===== src/rtl/err_irq_pkg.sv =====
package err_irq_pkg;
  localparam int STAT_W   = 32;
  localparam int LINES    = 8;
  localparam int ERR_LSB  = LINES;
  localparam int ERR_N    = 23;
  localparam int MULTI_BIT = 31;
  localparam int GROUPS   = 7;
  localparam int SEL_W    = 3;

  localparam logic [SEL_W-1:0] SEL_STATUS = 3'd0;
  localparam logic [SEL_W-1:0] SEL_ENABLE = 3'd1;
  localparam logic [SEL_W-1:0] SEL_CLEAR  = 3'd2;
  localparam logic [SEL_W-1:0] SEL_MODE   = 3'd3;
  localparam logic [SEL_W-1:0] SEL_MAP    = 3'd4;

  // clear groups, index = select bit of the clear register
  localparam logic [GROUPS-1:0][STAT_W-1:0] GRP_MASK = {
    32'h8000_0000,   // 6: multiple-error flag
    32'h2040_0000,   // 5: unexpected response, request queue overflow
    32'h1400_0200,   // 4: response path errors, read timeout
    32'h0B80_0000,   // 3: request dispatch errors
    32'h003E_0000,   // 2: link errors
    32'h4001_0000,   // 1: table RAM parity, entry size fault
    32'h0000_FF00    // 0: downstream bus errors
  };

  localparam logic [STAT_W-1:0] FATAL_MASK = 32'h3FC0_6000;
endpackage


===== src/rtl/err_status_bank.sv =====
module err_status_bank
  import err_irq_pkg::*;
(
  input  logic              clk,
  input  logic              rst_n,
  input  logic [ERR_N-1:0]  err_evt,
  input  logic [GROUPS-1:0] clr_grp,
  input  logic [ERR_N-1:0]  err_en,
  output logic [ERR_N-1:0]  err_bits,
  output logic              multi_err
);
  localparam int HI_W = STAT_W - ERR_LSB;

  logic [GROUPS-1:0][HI_W-1:0] grp_vec;
  logic [HI_W-1:0]             clr_vec;
  logic                        any_evt;
  logic                        pend_en;

  for (genvar g = 0; g < GROUPS; g++) begin : g_grp
    assign grp_vec[g] = clr_grp[g] ? GRP_MASK[g][STAT_W-1:ERR_LSB] : '0;
  end

  always_comb begin
    clr_vec = '0;
    for (int g = 0; g < GROUPS; g++) clr_vec = clr_vec | grp_vec[g];
  end

  assign any_evt = |err_evt;
  assign pend_en = |(err_bits & err_en);

  always_ff @(posedge clk) begin
    if (!rst_n) begin
      err_bits  <= '0;
      multi_err <= 1'b0;
    end else begin
      err_bits  <= (err_bits & ~clr_vec[ERR_N-1:0]) | err_evt;
      multi_err <= (multi_err & ~clr_vec[HI_W-1]) | (any_evt & pend_en);
    end
  end
endmodule


===== src/rtl/line_sampler.sv =====
module line_sampler #(
  parameter int N = 8
) (
  input  logic         clk,
  input  logic         rst_n,
  input  logic [N-1:0] line_in,
  output logic [N-1:0] line_q
);
  always_ff @(posedge clk) begin
    if (!rst_n) line_q <= '0;
    else        line_q <= line_in;
  end
endmodule


===== src/rtl/irq_reg_bank.sv =====
module irq_reg_bank
  import err_irq_pkg::*;
#(
  parameter int MAP_W = 24
) (
  input  logic              clk,
  input  logic              rst_n,
  input  logic              we,
  input  logic [SEL_W-1:0]  sel,
  input  logic [STAT_W-1:0] wdata,
  input  logic [STAT_W-1:0] status,
  output logic [STAT_W-1:0] enable_q,
  output logic [MAP_W-1:0]  map_q,
  output logic [GROUPS-1:0] clr_grp,
  output logic [STAT_W-1:0] rdata
);
  logic [7:0] mode_q;

  assign clr_grp = (we && sel == SEL_CLEAR) ? wdata[GROUPS-1:0] : '0;

  always_ff @(posedge clk) begin
    if (!rst_n) begin
      enable_q <= '0;
      mode_q   <= '0;
      map_q    <= '0;
    end else if (we) begin
      case (sel)
        SEL_ENABLE: enable_q <= wdata;
        SEL_MODE:   mode_q   <= wdata[7:0];
        SEL_MAP:    map_q    <= wdata[MAP_W-1:0];
        default: ;
      endcase
    end
  end

  always_comb begin
    case (sel)
      SEL_STATUS: rdata = status;
      SEL_ENABLE: rdata = enable_q;
      SEL_MODE:   rdata = {{(STAT_W-8){1'b0}}, mode_q};
      SEL_MAP:    rdata = {{(STAT_W-MAP_W){1'b0}}, map_q};
      default:    rdata = '0;
    endcase
  end
endmodule


===== src/rtl/err_irq_collector.sv =====
module err_irq_collector
  import err_irq_pkg::*;
#(
  parameter int DEV_W = 3,
  localparam int MAP_W = LINES * DEV_W
) (
  input  logic              clk,
  input  logic              rst_n,
  input  logic [ERR_N-1:0]  err_evt,
  input  logic [LINES-1:0]  dev_line,
  input  logic              reg_we,
  input  logic [SEL_W-1:0]  reg_sel,
  input  logic [STAT_W-1:0] reg_wdata,
  output logic [STAT_W-1:0] reg_rdata,
  output logic              host_irq,
  output logic              fatal_err,
  output logic [MAP_W-1:0]  dev_map
);
  logic [ERR_N-1:0]  err_bits;
  logic              multi_err;
  logic [LINES-1:0]  line_q;
  logic [STAT_W-1:0] status_q;
  logic [STAT_W-1:0] enable_q;
  logic [GROUPS-1:0] clr_grp;

  err_status_bank u_bank (
    .clk       (clk),
    .rst_n     (rst_n),
    .err_evt   (err_evt),
    .clr_grp   (clr_grp),
    .err_en    (enable_q[MULTI_BIT-1:ERR_LSB]),
    .err_bits  (err_bits),
    .multi_err (multi_err)
  );

  line_sampler #(.N(LINES)) u_lines (
    .clk     (clk),
    .rst_n   (rst_n),
    .line_in (dev_line),
    .line_q  (line_q)
  );

  assign status_q = {multi_err, err_bits, line_q};

  irq_reg_bank #(.MAP_W(MAP_W)) u_regs (
    .clk      (clk),
    .rst_n    (rst_n),
    .we       (reg_we),
    .sel      (reg_sel),
    .wdata    (reg_wdata),
    .status   (status_q),
    .enable_q (enable_q),
    .map_q    (dev_map),
    .clr_grp  (clr_grp),
    .rdata    (reg_rdata)
  );

  assign host_irq  = |(status_q & enable_q);
  assign fatal_err = |(status_q & FATAL_MASK);
endmodule


===== config.mk =====
export PLATFORM = sky130hd
export DESIGN_NAME = err_irq_collector
export DESIGN_NICKNAME = d
export VERILOG_FILES = /design/src/rtl/err_irq_pkg.sv /design/src/rtl/err_status_bank.sv /design/src/rtl/line_sampler.sv /design/src/rtl/irq_reg_bank.sv /design/src/rtl/err_irq_collector.sv
export SDC_FILE = /design/constraint.sdc
export NUM_CORES = 1
export LEC_CHECK = 0
export ABC_AREA = 1
export BUFFER_PORTS_ARGS = -buffer_cell sky130_fd_sc_hd__clkbuf_2
export CORE_MARGIN = 2
export CORE_UTILIZATION = 32
export CTS_CLUSTER_SIZE = 20
export DETAILED_ROUTE_END_ITERATION = 7
export PLACE_DENSITY = 0.49
export SYNTH_ARGS = -nofsm -noshare
export SYNTH_HDL_FRONTEND = slang
export SYNTH_HIERARCHICAL = 1
export SYNTH_SLANG_ARGS = --single-unit

===== constraint.sdc =====
create_clock -name clk -period 3.7 [get_ports clk]
set_clock_uncertainty 0.05 [all_clocks]
set_input_delay 0.555 -clock clk [delete_from_list [all_inputs] [get_ports clk]]
set_output_delay 0.555 -clock clk [all_outputs]
set_load 0.01 [all_outputs]

==> run metrics <==
status finished, final reports clean; fill count 1732; grt peak-use layer met2; leakage 3.25 nW; global route total overflow 0; Worst Max-Slew Pin Slew around 0.84 ns; wirelength, routed between 15000 and 20000 um; adder-cell area share of the yosys netlist 0; root buffer cell clkbuf_16; Worst setup EP type output pin; post-synthesis compound-gate area fraction 0.0250; via count 5225; crit share post-route 0.717; number of global-route vias before repair roughly 4700; min Tclk post-route 2.65 ns; n_diodes 0; Internal 0.00164 W; smallest hold slack 0.338 ns; multi-input logic area around 2400 um^2; Pins Over Slew Limit 0; final setup vio count 0; # DRC 0; Hold Buf Count CTS 0; Cells on Worst Hold Path 3; pin count of the biggest net entering global routing 73; Initial DRC Count 336; GRT met1 Usage 0.254; Total Negative Setup Slacks 0 ns; die width 128 um; Worst-Skew Late Latency approximately 0.34 ns; core box area ~15000 um^2; Layout area overhead 20.3%; slowest cell delay on critical path roughly 0.48 ns; synthesized area per cell about 6 um^2; max_cap viols 0; Warnings, synthesis 6; FF+latch area 1920 um^2; row cnt 45; Mapped Area a little under 5000 um^2; io pins 127; share of cells above drive strength 1 0.171; largest family of logic cells by synthesized area simple AND/OR/NAND/NOR gates; #FFs+latches synth 96; Rel. slew slack 0.441; Post-Synth XOR/XNOR Area 0; Hold Crit Class input pin to register; initial antenna violation count 0; final hold viol count 0; CP Data Required Time slightly above 3 ns; clk sink count 96; worst r2r path cells 8; post-CTS resize count 0; DP HPWL roughly 12000 um; pre-CTS setup slack 1.05 ns; worst r2r src u_regs/enable_q[29]; Final Wtd Congestion 0.864; part of the power in registers 0.498; vias per cell 4.64; DR WL/cell 14.4 um; Starting Density 0.327; Crit-path slowest cell inv_2; capturing point of the worst reg2reg path u_bank/multi_err; Die Y approximately 130 um; M2 GR Usage 0.333; mux cell area share after synthesis 0; Die Area 16500 um^2; CTS tree built; Post-CTS Setup Inserts 0; nets@finish 1005; Hold EP u_lines/line_q[6]; setup ws final 1.05 ns; DR pass1 iterations 5; achievable frequency 377 MHz; H-tree levels 3; Seq/Total Area, Yosys 0.388; Inserted Clock Buffers 9; final core utilization 0.394; crit path launch type input pin; switch share 0.279; clock slew seen by the registers of the worst setup and hold paths approximately 0.06 ns; post-synthesis simple-gate area fraction 0.464; CP cell instances clkbuf_2 > inv_2 > nand3_1 > inv_2 > nand2_1 > nand3_1 > clkbuf_2; I/O Buffers 126; worst-path maximum fanout 32; Mapped Cells 829; Peak VDD IR 0.188 mV; clock buffer depth 2; setup slack, reg-to-reg 2.50 ns; syn nets around 900; min-delay src dev_line[6]; pwr dens 382 nW/um^2; clock network fraction of total power 0.372; GRT Util Overall 0.197; first-pass GRT wire length around 25000 um; P_sw about 0.00064 W; total power roughly 0.0023 W; Comb pwr share 0.130; ANT nets after route 0; RSZ-0062 raised after global routing no; critical path class input pin to output pin; met3 Resource Use GR 0.0453; post-synthesis cell type count 18; Critical Path AT 2.05 ns
synthesized netlist by cell type:
| master | n | area (um^2) |
|---|---|---|
| nand2_1 | 302 | 1130 |
| nor2_1 | 155 | 582 |
| inv_1 | 108 | 405 |
| dfxtp_1 | 96 | 1920 |
| nand3_1 | 47 | 235 |
| nand4_1 | 44 | 275 |
| a21oi_1 | 23 | 115 |
| buf_2 | 16 | 80.1 |
| clkbuf_1 | 14 | 52.6 |
| buf_4 | 5 | 37.5 |
| inv_2 | 5 | 18.8 |
| buf_1 | 4 | 15.0 |
| nor2_2 | 3 | 18.8 |
| nand4_2 | 2 | 25.0 |
| nor3_2 | 2 | 20.0 |
| a21oi_2 | 1 | 8.76 |
| nor3_1 | 1 | 5.00 |
| nor4_1 | 1 | 6.26 |
flip-flops by register name, summed over array words and instances, names as in the netlist:
signal / count
u_bank/err_bits: 23
u_regs/mode_q: 8
u_regs/map_q: 24
u_regs/enable_q: 32
u_lines/line_q: 8
u_bank/multi_err: 1
power groups by stage:
stage | registers (W) | logic [W] | clock network [W]
floorplan | 0.00114 | 0.000180 | 0
CTS | 0.00113 | 0.000299 | 0.000870
detailed placement | 0.00116 | 0.000298 | 0
finish | 0.00113 | 0.000296 | 0.000846
global route | 0.00114 | 0.000334 | 0.000907
global placement | 0.00116 | 0.000298 | 0
cell families after synthesis:
kind of cell / Yosys count
flip-flops: 96
buffers and inverters: 152
AND/OR/NAND/NOR: 557
AO/OA/AOI/OAI: 24
per-stage QoR:
| stage | std cells | cell area [um^2] |
|---|---|---|
| 4_1_cts | 1127 | 5960 |
| 5_1_grt | 1127 | 5960 |
| 2_1_floorplan | 829 | 4960 |
| 6_report | 1127 | 5960 |
| 3_5_place_dp | 1113 | 5710 |
| 3_3_place_gp | 1113 | 5710 |
layer usage:
metal | wire length, um | part of all wire | vias up
met2 | 7890 | 0.49 | 143
met4 | 176 | 0.011 | 0
li1 | - | - | 2739
met3 | 882 | 0.055 | 12
met1 | 7220 | 0.45 | 2331
met5 | 0 | 0 | -
how the worst max path moves through the flow:
| stage | to | start | cells after the start |
|---|---|---|---|
| 6_report | reg_rdata[19] | reg_sel[2] | 7 |
| 5_1_grt | reg_rdata[0] | reg_sel[2] | 7 |
| 4_1_cts | reg_rdata[19] | reg_sel[2] | 7 |
| 3_5_place_dp | reg_rdata[19] | reg_sel[2] | 7 |
| 3_3_place_gp | reg_rdata[19] | reg_sel[2] | 7 |
| 2_1_floorplan | reg_rdata[0] | reg_sel[2] | 5 |
cell usage in the layout (no fill, tap or decap), drive strengths merged:
cell type | netlist | routed
clkinvlp | 0 | 1
nor4 | 1 | 1
clkinv | 0 | 2
a21oi | 24 | 24
inv | 113 | 113
nand4 | 46 | 46
dfxtp | 96 | 96
nor2 | 158 | 158
nor3 | 3 | 3
buf | 25 | 9
nand2 | 302 | 302
nand3 | 47 | 47
clkbuf | 14 | 137
final cells by class:
cell class                 count  share of cell area
sequential                    96               0.322
timing repair buffer         135               0.117
clock buffer                  11              0.0390
clock inverter                 3             0.00357
inverter                     113              0.0712
tap                          188              0.0395
multi-input combinational    581               0.407
critical path, delay by kind of cell:
| kind | cells | cell delay [ns] |
|---|---|---|
| buffers and inverters | 4 | 1.08 |
| and+or+nand+nor | 3 | 0.40 |
Power figures use the tool's default switching activity.
